[config.mk]
export PLATFORM = sky130hd
export DESIGN_NAME = rx_fifo_buf
export DESIGN_NICKNAME = d
export VERILOG_FILES = /design/src/rtl/rx_fifo_buf_pkg.sv /design/src/rtl/rxb_store.sv /design/src/rtl/rxb_ctrl.sv /design/src/rtl/rx_fifo_buf.sv
export SDC_FILE = /design/constraint.sdc
export NUM_CORES = 1
export LEC_CHECK = 0
export ABC_AREA = 1
export CAP_MARGIN = 0
export CORE_ASPECT_RATIO = 0.6
export CORE_UTILIZATION = 35
export CTS_CLUSTER_SIZE = 16
export DETAILED_ROUTE_END_ITERATION = 16
export DONT_BUFFER_PORTS = 1
export PLACE_DENSITY = 0.49
export SLEW_MARGIN = 0
export SYNTH_ARGS = -nofsm -noshare
export SYNTH_HDL_FRONTEND = slang
export SYNTH_SLANG_ARGS = --single-unit
[constraint.sdc]
create_clock -name clk_i -period 3.2 [get_ports clk_i]
set_input_delay 0.16 -clock clk_i [delete_from_list [all_inputs] [get_ports clk_i]]
set_output_delay 0.16 -clock clk_i [all_outputs]
set_load 0.01 [all_outputs]
[src/rtl/rx_fifo_buf_pkg.sv]
package rx_fifo_buf_pkg;
  typedef enum logic {
    MODE_SINGLE = 1'b0,
    MODE_QUEUE  = 1'b1
  } rxb_mode_e;
endpackage

[src/rtl/rxb_store.sv]
module rxb_store #(
  parameter int unsigned DATA_W = 8,
  parameter int unsigned DEPTH  = 16,
  localparam int unsigned PTR_W = $clog2(DEPTH)
) (
  input  logic              clk_i,
  input  logic              rst_ni,
  input  logic              wr_en_i,
  input  logic [PTR_W-1:0]  wr_idx_i,
  input  logic [DATA_W-1:0] wr_data_i,
  input  logic [PTR_W-1:0]  rd_idx_i,
  output logic [DATA_W-1:0] rd_data_o
);
  logic [DEPTH-1:0][DATA_W-1:0] mem;

  for (genvar g = 0; g < DEPTH; g++) begin : g_entry
    logic [DATA_W-1:0] q;
    always_ff @(posedge clk_i or negedge rst_ni) begin
      if (!rst_ni) begin
        q <= '0;
      end else if (wr_en_i && (wr_idx_i == PTR_W'(g))) begin
        q <= wr_data_i;
      end
    end
    assign mem[g] = q;
  end

  assign rd_data_o = mem[rd_idx_i];
endmodule

[src/rtl/rxb_ctrl.sv]
module rxb_ctrl
  import rx_fifo_buf_pkg::*;
#(
  parameter int unsigned DEPTH = 16,
  localparam int unsigned PTR_W = $clog2(DEPTH),
  localparam int unsigned CNT_W = PTR_W + 1
) (
  input  logic             clk_i,
  input  logic             rst_ni,
  input  logic             fifo_en_i,
  input  logic             push_i,
  input  logic             pop_i,
  output logic             wr_en_o,
  output logic [PTR_W-1:0] wr_idx_o,
  output logic [PTR_W-1:0] rd_idx_o,
  output logic             can_accept_o,
  output logic             empty_o,
  output logic             full_o
);
  localparam logic [CNT_W-1:0] DEPTH_Q = CNT_W'(DEPTH);
  localparam logic [CNT_W-1:0] DEPTH_S = CNT_W'(1);
  localparam logic [PTR_W-1:0] MASK_Q  = PTR_W'(DEPTH - 1);

  rxb_mode_e        mode_q, mode_d;
  logic [PTR_W-1:0] rd_ptr_q, rd_ptr_d;
  logic [CNT_W-1:0] cnt_q, cnt_d;
  logic             empty_q, full_q;

  logic [CNT_W-1:0] depth_cur, depth_nxt;
  logic [PTR_W-1:0] mask_cur;
  logic             push_ok, pop_ok, flush;

  assign mode_d    = fifo_en_i ? MODE_QUEUE : MODE_SINGLE;
  assign depth_cur = (mode_q == MODE_QUEUE) ? DEPTH_Q : DEPTH_S;
  assign depth_nxt = (mode_d == MODE_QUEUE) ? DEPTH_Q : DEPTH_S;
  assign mask_cur  = (mode_q == MODE_QUEUE) ? MASK_Q : '0;
  assign flush     = (mode_q == MODE_QUEUE) && (mode_d == MODE_SINGLE);

  assign can_accept_o = cnt_q < depth_cur;
  assign push_ok      = push_i && can_accept_o;
  assign pop_ok       = pop_i && (cnt_q != '0);

  // write slot: head plus occupancy, reduced by current depth
  assign wr_idx_o = (rd_ptr_q + cnt_q[PTR_W-1:0]) & mask_cur;
  assign wr_en_o  = push_ok;
  assign rd_idx_o = rd_ptr_q;

  always_comb begin
    rd_ptr_d = rd_ptr_q;
    cnt_d    = cnt_q;
    if (pop_ok) begin
      rd_ptr_d = (rd_ptr_q + PTR_W'(1)) & mask_cur;
    end
    cnt_d = cnt_q + CNT_W'(push_ok) - CNT_W'(pop_ok);
    if (flush) begin
      rd_ptr_d = '0;
      cnt_d    = '0;
    end
  end

  always_ff @(posedge clk_i or negedge rst_ni) begin
    if (!rst_ni) begin
      mode_q   <= MODE_SINGLE;
      rd_ptr_q <= '0;
      cnt_q    <= '0;
      empty_q  <= 1'b1;
      full_q   <= 1'b0;
    end else begin
      mode_q   <= mode_d;
      rd_ptr_q <= rd_ptr_d;
      cnt_q    <= cnt_d;
      empty_q  <= (cnt_d == '0);
      full_q   <= (cnt_d == depth_nxt);
    end
  end

  assign empty_o = empty_q;
  assign full_o  = full_q;

  p_no_overflow_r3: assert property (@(posedge clk_i) disable iff (!rst_ni)
    cnt_q <= depth_cur);

  p_push_clears_empty_r5: assert property (@(posedge clk_i) disable iff (!rst_ni)
    push_i && can_accept_o && !flush |=> !empty_o);

  p_full_holds_r4: assert property (@(posedge clk_i) disable iff (!rst_ni)
    full_o && push_i && !pop_i && (mode_d == mode_q) |=> full_o);

  p_empty_pop_inert_r6: assert property (@(posedge clk_i) disable iff (!rst_ni)
    pop_i && empty_o && !push_i && !flush |=> empty_o && $stable(rd_ptr_q));

  p_flush_clears_r7: assert property (@(posedge clk_i) disable iff (!rst_ni)
    flush |=> empty_o && !full_o && (rd_ptr_q == '0) && can_accept_o);

  p_single_idx_r8: assert property (@(posedge clk_i) disable iff (!rst_ni)
    (mode_q == MODE_SINGLE) |-> (rd_ptr_q == '0) && (wr_idx_o == '0));
endmodule

[src/rtl/rx_fifo_buf.sv]
module rx_fifo_buf #(
  parameter int unsigned DATA_W = 8,
  parameter int unsigned DEPTH  = 16,
  localparam int unsigned PTR_W = $clog2(DEPTH)
) (
  input  logic              clk_i,
  input  logic              rst_ni,
  input  logic              fifo_en_i,
  input  logic              push_i,
  input  logic [DATA_W-1:0] push_data_i,
  output logic              can_accept_o,
  input  logic              pop_i,
  output logic [DATA_W-1:0] pop_data_o,
  output logic              empty_o,
  output logic              full_o
);
  logic             wr_en;
  logic [PTR_W-1:0] wr_idx, rd_idx;

  rxb_ctrl #(.DEPTH(DEPTH)) i_ctrl (
    .clk_i       (clk_i),
    .rst_ni      (rst_ni),
    .fifo_en_i   (fifo_en_i),
    .push_i      (push_i),
    .pop_i       (pop_i),
    .wr_en_o     (wr_en),
    .wr_idx_o    (wr_idx),
    .rd_idx_o    (rd_idx),
    .can_accept_o(can_accept_o),
    .empty_o     (empty_o),
    .full_o      (full_o)
  );

  rxb_store #(.DATA_W(DATA_W), .DEPTH(DEPTH)) i_store (
    .clk_i    (clk_i),
    .rst_ni   (rst_ni),
    .wr_en_i  (wr_en),
    .wr_idx_i (wr_idx),
    .wr_data_i(push_data_i),
    .rd_idx_i (rd_idx),
    .rd_data_o(pop_data_o)
  );

  p_flags_exclusive_r4: assert property (@(posedge clk_i) disable iff (!rst_ni)
    !(empty_o && full_o));

  p_full_refuses_r3: assert property (@(posedge clk_i) disable iff (!rst_ni)
    full_o |-> !can_accept_o);
endmodule

==> flow_metrics.py <==
metrics = {
    "power_and_ir_drop": {
        "cellPowerDensity_nw_per_um2": 856.7,
        "leakage_nw": 4.219,
        "vdd_drop_max_mv": 0.3942,
    },
    "critical_path": {
        "critPathMaxStageDelay_ns": 0.58,
        "worst_setup_path_end_kind": "primary output",
        "worstPathRequired_ns": 3.04,
        "ff2ff_path_depth": 16,
        "path_common_cell": "buf_4",
        "reg2reg_slack_ns": 0.33,
        "r2r-start": "i_ctrl.cnt_q[1]",
        "critPathSlowestCell": "buf_4",
        "critPathArrivalTime_ns": 2.74,
        "crit_fanout": 60,
        "crit_type": "reg2out",
        "r2r-end": "i_ctrl.full_o",
        "startpoint_type": "flip-flop",
        "crit_chain": "buf_4 > buf_4 > o21ai_0 > o211ai_1 > nand4_1 > nand2_1",
    },
    "layout": {
        "nets": 972,
        "syn_to_final_growth_pct": 10.92,
        "drive_gt1_frac": 0.08359,
        "fin_util": 0.3978,
        "multi_input_area_um2": 3473,
        "design_area_um2": 8388,
        "seqCellArea_um2": 3506,
        "fillers": 2201,
        "finalNonFillerCells": 1237,
    },
    "flow_run": {
        "maxCapViolCount": 0,
    },
    "cts": {
        "clkTransAtPathRegs_ns": 0.06,
        "numCtsBuffers": 17,
        "cts_tree": "done",
        "clock_latency_ns": 0.43,
        "post_cts_buffers": 0,
        "clock_path_buffers": 2,
        "postCtsHoldBufs": 9,
        "htreeDepth": 4,
        "root_buffer": "clkbuf_16",
        "clock-sinks": 140,
    },
    "global_route": {
        "grt_pass1_wl_mm": 38.42,
        "grt_max_degree": 141,
        "grt_usage": 0.2343,
        "overflow": 0,
        "antenna_found_initial": 2,
        "grt_pass1_vias": 6215,
    },
    "synth": {
        "syn_area_um2": 7562,
        "synth_edf_count": 0,
        "syn_avg_cell_area_um2": 7.845,
        "synthFlopType": "dfrtp_1",
        "seq_area_frac_synth": 0.4634,
        "synth_cells": 964,
        "synth_seq_cells": 140,
        "synth_fp_nets": 992,
        "yosys_warnings": 0,
        "async_reset_ff_frac": 1.000,
        "ys_types": 32,
    },
    "placed_design": {
        "place.gp.congestion": 0.8114,
        "placed_area_um2": 7705,
        "hpwl_mm": 15.57,
        "port_buffers": 0,
        "place_inst": 1195,
    },
    "detailed_routing": {
        "drc": 0,
        "vias": 6526,
        "wl_per_cell_um": 19.55,
        "ant_nets": 0,
        "first_pass_iters": 5,
        "drt-initial-drc-count": 519,
        "vias_per_cell": 5.276,
        "routed_wl_mm": 24.18,
    },
    "timing": {
        "final-hold-violation-count": 140,
        "final_max_slew_viol_count": 0,
        "relSlewSlack": 0.3302,
        "finalSetupTns_ns": 0,
        "min_period_ns": 2.898,
        "worstMarginPinSlew_ns": 1.001,
        "grt_setup_unrepaired": "no",
        "fmax_mhz": 345.1,
        "setup_viol": 0,
        "clock_skew_ns": 0.008177,
        "whs_ns": -0.5762,
        "period_share": 0.9055,
    },
    "floorplanning": {
        "fp.dieArea_um2": 22220,
        "ioPinCount": 24,
        "core_um2": 21080,
        "num_rows": 41,
        "initial_utilization": 0.3587,
        "die_height_um": 115.9,
        "die_x_um": 191.8,
    },
    "status": {
        "status": "finished, violations left",
        "failed_checks": "negative hold slack",
    },
    "min_path": {
        "hold_class": "in2async",
    },
}
[cells by family after synthesis]
| logic type | count (synthesis) | synth area share |
|---|---|---|
| AND/OR/NAND/NOR | 570 | 0.3456 |
| buffers and inverters | 123 | 0.07727 |
| XOR/XNOR | 8 | 0.009266 |
| AO/OA/AOI/OAI | 108 | 0.07760 |
| adder cells (fa/ha/maj) | 15 | 0.02680 |
| flip-flops | 140 | 0.4634 |
[what timing repair did]
action | 4_1_cts | 5_1_grt
gates resized for setup | 0 | 1
hold endpoints to repair | 274 | 140
setup endpoints to repair | 0 | 1
[cells in the mapped netlist, types with 3 or more instances]
cell type / instances / area (um2)
a21oi_1: 18 / 90.09
buf_2: 5 / 25.02
buf_4: 11 / 82.58
buf_6: 10 / 112.6
clkbuf_1: 42 / 157.7
dfrtp_1: 139 / 3478
ha_1: 13 / 162.7
inv_1: 49 / 183.9
inv_2: 3 / 11.26
nand2_1: 325 / 1220
nand2_2: 10 / 62.56
nand3_1: 133 / 665.6
nand3_2: 5 / 50.05
nand4_1: 51 / 319.1
nor2_1: 34 / 127.6
nor2_8: 6 / 120.1
o211ai_1: 16 / 120.1
o21ai_0: 71 / 355.3
xor2_1: 6 / 52.55
[state kept, by name, summed over array words and instances (netlist names)]
register           flops
i_store.g_entry.q    128
i_ctrl.full_o          1
i_ctrl.empty_o         1
i_ctrl.cnt_q           5
i_ctrl.rd_idx_o        4
i_ctrl.mode_q          1
[critical path, delay by kind of cell (launching register included)]
family | cells | cell delay [ns]
AO/OA/AOI/OAI | 2 | 0.51
buffers and inverters | 2 | 0.85
AND/OR/NAND/NOR | 2 | 0.44
flip-flops | 1 | 0.38
[worst max-delay path by stage]
| stage | from | to | slack, ns | depth (start not counted) |
|---|---|---|---|---|
| 2_1_floorplan | i_ctrl.mode_q | i_ctrl.full_o | 0.27 | 17 |
| 3_3_place_gp | i_ctrl.cnt_q[1] | i_ctrl.full_o | 0.34 | 17 |
| 3_5_place_dp | i_ctrl.cnt_q[2] | i_ctrl.full_o | 0.30 | 16 |
| 4_1_cts | i_ctrl.cnt_q[2] | i_ctrl.full_o | 0.30 | 16 |
| 5_1_grt | i_ctrl.cnt_q[1] | i_ctrl.full_o | 0.10 | 17 |
| 6_report | i_ctrl.rd_idx_o[0] | pop_data_o[3] | 0.30 | 6 |
[per-layer routing]
layer / share of wire / GRT usage / routed length (um) / vias up
met4: 0.010 / 0.05661 / 251 / 2
met5: 0.00054 / 0 / 13 / -
li1: - / - / - / 3160
met1: 0.55 / 0.3778 / 13370 / 3175
met2: 0.38 / 0.3064 / 9191 / 174
met3: 0.056 / 0.05058 / 1352 / 15
[stage by stage]
stage	power (W)	hold WS (ns)	worst slack, ns
floorplan	0.004509	-0.1356	0.2655
detailed placement	0.005133	-0.1311	0.3021
CTS	0.007217	-0.5909	0.2960
global placement	0.005154	-0.1316	0.3446
global route	0.007716	-0.5944	0.1003
finish	0.007186	-0.5762	0.3024
[placed cells by master, fill, tap and decap left out, types with 2 or more instances in the layout]
cell type / Yosys / routed
nand3_2: 5 / 5
inv_1: 49 / 49
buf_4: 11 / 21
nor2_2: 2 / 2
clkbuf_8: 0 / 5
o211ai_1: 16 / 16
nand3_1: 133 / 133
dfrtp_1: 139 / 138
clkbuf_16: 0 / 17
xnor2_1: 2 / 2
a21oi_1: 18 / 18
fa_1: 2 / 2
nor2_8: 6 / 6
bufinv_16: 0 / 2
dlygate4sd3_1: 0 / 9
clkbuf_1: 42 / 3
o21ai_0: 71 / 70
clkinv_2: 0 / 5
nand4_1: 51 / 51
nand2_2: 10 / 10
nor2_1: 34 / 34
inv_2: 3 / 3
nand2_1: 325 / 325
xor2_1: 6 / 6
ha_1: 13 / 13
[final cells by class]
| cell class | count | share of cell area |
|---|---|---|
| diodes | 1 | 0.0002983 |
| clock buffers | 25 | 0.06026 |
| clock inverters | 7 | 0.01014 |
| inverters | 53 | 0.02372 |
| multi-input cells | 701 | 0.4141 |
| flip-flops and latches | 140 | 0.4180 |
| well taps | 279 | 0.04162 |
| repair buffers | 31 | 0.03192 |
[power by group]
part	total (W)	switching, W	leakage, nW	internal (W)
registers	0.00265	0.000309	1.86	0.00234
logic	0.00252	0.00174	2.06	0.000788
clock network	0.00201	0.000770	0.297	0.00125
total	0.00719	0.00282	4.22	0.00437
Note: power is estimated with default switching activity, not from simulation.
